### src/rtl/pci_par_unit.sv
module pci_par_unit #(
  parameter int ADW = 32,
  parameter int BEW = 4
) (
  input  logic           clk,
  input  logic           rst_n,
  input  logic [ADW-1:0] ad_i,
  input  logic [BEW-1:0] cbe_n_i,
  input  logic           frame_n_i,
  input  logic           irdy_n_i,
  input  logic           trdy_n_i,
  input  logic           par_i,
  input  logic           local_master_i,
  output logic           par_o,
  output logic           par_oe_o,
  output logic           addr_perr_o,
  output logic           data_perr_o
);

  logic idle_q, role_q, wr_q, par_q, oe_q, sum_q, chk_a_q, chk_d_q, ap_q, dp_q;

  wire bus_par = ^{ad_i, cbe_n_i};
  wire addr_ph = idle_q & ~frame_n_i;
  wire in_data = ~idle_q;
  wire done    = in_data & ~irdy_n_i & ~trdy_n_i;
  wire last    = done & frame_n_i;
  wire rdy     = wr_q ? ~irdy_n_i : ~trdy_n_i;
  wire own     = (role_q == wr_q);
  wire gen     = (addr_ph & local_master_i) | (in_data & own & rdy);
  wire keep    = oe_q & in_data & own & ~last;
  wire chk_a   = addr_ph & ~local_master_i;
  wire chk_d   = done & ~own;

  always_ff @(posedge clk or negedge rst_n) begin
    if (!rst_n) begin
      idle_q  <= 1'b1;
      role_q  <= 1'b0;
      wr_q    <= 1'b0;
      par_q   <= 1'b0;
      oe_q    <= 1'b0;
      sum_q   <= 1'b0;
      chk_a_q <= 1'b0;
      chk_d_q <= 1'b0;
      ap_q    <= 1'b0;
      dp_q    <= 1'b0;
    end else begin
      if (addr_ph) begin
        idle_q <= 1'b0;
        role_q <= local_master_i;
        wr_q   <= cbe_n_i[0];
      end else if (last) begin
        idle_q <= 1'b1;
      end
      if (gen) par_q <= bus_par;
      oe_q    <= gen | keep;
      sum_q   <= bus_par;
      chk_a_q <= chk_a;
      chk_d_q <= chk_d;
      ap_q    <= chk_a_q & (par_i != sum_q);
      dp_q    <= chk_d_q & (par_i != sum_q);
    end
  end

  assign par_o       = par_q;
  assign par_oe_o    = oe_q;
  assign addr_perr_o = ap_q;
  assign data_perr_o = dp_q;

endmodule

### config.mk
export PLATFORM = sky130hd
export DESIGN_NAME = pci_par_unit
export DESIGN_NICKNAME = d
export VERILOG_FILES = /design/src/rtl/pci_par_unit.sv
export SDC_FILE = /design/constraint.sdc
export NUM_CORES = 1
export LEC_CHECK = 0
export ABC_AREA = 1
export BUFFER_PORTS_ARGS = -buffer_cell sky130_fd_sc_hd__buf_4
export CAP_MARGIN = 20
export CORE_MARGIN = 4
export CORE_UTILIZATION = 48
export CTS_CLUSTER_SIZE = 28
export DETAILED_ROUTE_END_ITERATION = 6
export PLACE_DENSITY = 0.79
export SYNTH_ARGS = -nofsm -noshare
export SYNTH_HDL_FRONTEND = slang
export SYNTH_SLANG_ARGS = --single-unit
export TNS_END_PERCENT = 5
### constraint.sdc
create_clock -name clk -period 1.4 [get_ports clk]
set_input_delay 0.28 -clock clk [delete_from_list [all_inputs] [get_ports clk]]
set_output_delay 0.28 -clock clk [all_outputs]
set_load 0.01 [all_outputs]
## Yosys cells after proc, flatten, opt, wreduce, memory -nomap -nowiden

Index checks and enable logic that the tools add are counted.

- Register bits after elaboration: 10
- Bits of input ports: 43
- Output and inout port bits: 4

- Equality and inequality tests: 2
- Multiplexer cells: 3
- Bitwise operators: 23
- Reductions and logical operators: 2

Operator list:

| operator | number |
|---|---|
| XOR reduction 36 bit | 1 |
| AND 1 bit | 14 |
| NOT 1 bit | 7 |
| 2-to-1 mux 1 bit | 3 |
| bitwise OR 1 bit | 2 |
| nonzero test 2 bit | 1 |
| == test 1 bit | 1 |
| != test 1 bit | 1 |

## Longest topological paths before layout

- Depth in word-level cells: 7
- Mapped depth: 15
- Gate-level depth less buffers: 15

## Worst setup path after synthesis

OpenSTA, ideal clock, no wires.

- Path kind: in2reg
- Start: input port ad_i[7]
- End: register par_q (netlist: par_o)
- Setup time: 0.116 ns
- Arrival: 1.086 ns
- Required time: 1.284 ns
- Setup slack: 0.197 ns
- Stages on the path: 12
- Buffers on the path: 0
- Path through: xnor2_1 -> inv_1 -> nand2_1 -> nand2_1 -> nand2_1 -> nand2_1 -> nand3_2 -> nand2_1 -> nand2_1 -> nand2_2 -> nand2_1 -> nand2_1

- Cells in the longest elaborated chain, start to end: 1

RTL lines:

| element | RTL line | text |
|---|---|---|
| start, declared | 7 | `input logic [ADW-1:0] ad_i,` |
| XOR reduction 36 bit | 22 | `wire bus_par = ^{ad_i, cbe_n_i};` |
| via bus_par | 22 |  |
| end signal, assigned | 54 | `if (gen) par_q <= bus_par;` |
| end, declared | 20 | `logic idle_q, role_q, wr_q, par_q, oe_q, sum_q, chk_a_q, chk_d_q, ap_q, dp_q;` |

The timed path passes the listed nets, and every way through them passes these cells.
A chain may end at the register's enable or synchronous reset.

## Final worst setup path

- Start: register idle_q
- End: register par_q (netlist: par_o)

- Cells in the longest elaborated chain, start to end: 4
- Elaborated cells between the ends (all ways): 6
- Those cells by class: 6 x bitwise

RTL lines:

| element | RTL line | text |
|---|---|---|
| start, declared | 20 |  |
| start signal, assigned | 36 | `idle_q <= 1'b1;` |
| start signal, assigned | 48 | `idle_q <= 1'b0;` |
| start signal, assigned | 52 | `idle_q <= 1'b1;` |
| NOT 1 bit | 24 | `wire in_data = ~idle_q;` |
| AND 1 bit (2 in series) | 29 | `wire gen = (addr_ph & local_master_i) \| (in_data & own & rdy);` |
| bitwise OR 1 bit (*) | 29 |  |

Every way passes the cells marked *; elsewhere a longest branch is shown, timed or not.

==> impl_metrics.yaml <==
clocking:
  clkSinkCount: 10
  cts_tree: "built"
  cts_setup_buffers: 0
  clk_latency_ns: 0.27
  clock_path_buffers: 2
  cts_hold_buf: 1
  clk_pin_slew_ns: 0.06
  ctsResizeCount: 0
  cts_buffers: 3
  htree_num_levels: 1
  cts_root_buf: "clkbuf_4"
hold_path:
  hold_class: "primary input to flop"
  min_from: "local_master_i"
layout:
  layout.nets: 310
  n_antenna_cell: 0
  syn_to_final_growth_pct: 37.4
  final_cell_mix: "nand2_1 (132), buf_4 (47), inv_1 (27)"
  final_layout_size_suffix_gt1_share_pct: 24.1
  layout_commonest_cell: "nand2_1"
  stdcell_count: 294
  fillCellCount: 221
sta:
  period_share_pct: 87.0
  report.final.setup_viol: 0
  slew_viol_final: 0
  period_needed_ns: 1.22
  slew_headroom_pct: 74.4
  rsz0062_at_grt: "no"
  fmax_mhz: 821
  fin_ws_ns: 0.182
  hold_violations: 0
  clock_skew_ns: 0.00542
  worstMarginPinSlew_ns: 0.379
synthesis:
  synthSimpleGateAreaFrac_pct: 53.3
  yosysWarningCount: 0
  ys_types: 17
  syn-cell-area_mm2: 0.00116
  synth_top_family_by_area: "simple AND/OR/NAND/NOR gates"
  synthXorXnorAreaFrac_pct: 13.6
  syn_nets: 257
  synthAdderAreaFrac_pct: 0
  synth_top_area_share_pct: 42.6
  ys_ff_latch: 10
  synthMuxAreaShare_pct: 0
  ys_seq_area_share_pct: 21.6
  synth_compound_area_share_pct: 1.83
  synthCells: 214
  synth.area.top_cells: "nand2_1 (43%), dfrtp_1 (19%), xnor2_1 (9.8%)"
  synth_area_per_cell_um2: 5.43
  synth_top_cell_by_area: "nand2_1"
placement:
  gp_congestion: 0.787
  dp_slack_ns: -0.0534
  dp_hpwl_mm: 2.01
  dpl.cell_count: 289
  port_buffers: 46
floorplan:
  die_w_um: 57.2
  core-area_mm2: 0.00225
  dieArea_mm2: 0.00327
  row_count: 17
  dieHeight_um: 57.2
  start_util_pct: 51.6
  ios: 47
route:
  avgRoutedWirePerCell_um: 7.57
  drt-initial-drc-count: 19
  viasPerCell: 4.41
  wirelength_mm: 2.23
  route.vias.total: 1296
  drtPass1Iterations: 4
  final_antenna_net_count: 0
  drc_errors: 0
global_routing:
  grt_pass1_wl_mm: 4.18
  antenna_found_initial: 0
  grt_pass1_vias: 1121
  grt_usage_pct: 15.2
  grt_overflow_total: 0
  grt_max_degree: 11
run_status:
  outcome: "completed"
power_and_ir_drop:
  power.leakage_nw: 1.00
  peakVddDrop_mv: 0.788
  power_density_mw_per_mm2: 918
critical_path:
  arrival_ns: 1.38
  r2r_start: "idle_q"
  critPathMaxFanout: 4
  cp-start-kind: "flop"
  crit_required_ns: 1.56
  end_kind: "flop"
  crit_type: "flop to flop"
  worstSetupStartpoint: "idle_q"
run:
  drv_cap: 0
[sequential cells by signal, indices dropped and copies added, names as in the netlist]
name,cells
par_oe_o,1
chk_a_q,1
wr_q,1
role_q,1
par_o,1
idle_q,1
addr_perr_o,1
chk_d_q,1
sum_q,1
data_perr_o,1
[report_power, final]
part | internal (mW) | switching, mW
Combinational | 0.348 | 0.393
Sequential | 0.403 | 0.0683
Clock | 0.158 | 0.0951
Total | 0.909 | 0.557
[per-stage QoR]
step	setup TNS [ns]	hold slack (ns)	area, um2	utilization [%]	power (mW)
6_report	0	0.173	1600	70.8	1.47
5_1_grt	0	0.152	1600	70.8	1.63
4_1_cts	0	0.165	1600	70.8	1.48
3_5_place_dp	-0.0534	0.111	1550	68.8	1.22
3_3_place_gp	-0.0204	0.112	1550	68.8	1.21
2_1_floorplan	0	-0.0156	1160	-	0.948
[final cells by class]
type / instances / area, um2 / share of cell area [%]
multi-input combinational: 174 / 798 / 50.0
tap: 28 / 35.0 / 2.19
sequential: 10 / 251 / 15.8
timing repair buffer: 48 / 363 / 22.7
clock buffer: 4 / 36.3 / 2.27
inverter: 30 / 113 / 7.05
[cell families after synthesis]
group,Yosys count
simple gates,153
buf+inv,30
xor+xnor,18
flops,10
compound gates,3
[critical path: stages (launching register included)]
cell and delay (ns):
dfstp_2 0.54, inv_1 0.07, nor2_1 0.15, nand2_1 0.10, nand2_1 0.10, inv_1 0.06, nand2_1 0.06, nand2_1 0.05
[cells in the mapped netlist]
cell	count
nand2_1	132
inv_1	27
xnor2_1	13
dfrtp_1	9
nor2_1	7
nand2_2	5
xor2_1	5
inv_2	3
nand3_1	3
nand3_2	3
dfstp_2	1
nor2_2	1
nor4_1	1
nor4b_1	1
o2111ai_1	1
o21ai_0	1
o21bai_1	1
[metal layers]
layer  vias up  GRT usage (%)  wire length, um
met5         -              0                0
met4         0           1.99                0
li1        732              -                -
met3         0           4.98              180
met1       526           21.1             1030
met2        38           23.5             1010
[worst paths after layout]
check | to | slack [ns] | cells after the start
worst max register to register | par_o | 0.18 | 7
max in group asynchronous | idle_q | 0.81 | 2
worst min register to register | addr_perr_o | 0.48 | 2
worst min-delay path | chk_a_q | 0.17 | 2
worst max-delay path | par_o | 0.18 | 7
min in group asynchronous | par_oe_o | 0.37 | 2
Note: power is estimated with default switching activity, not from simulation.
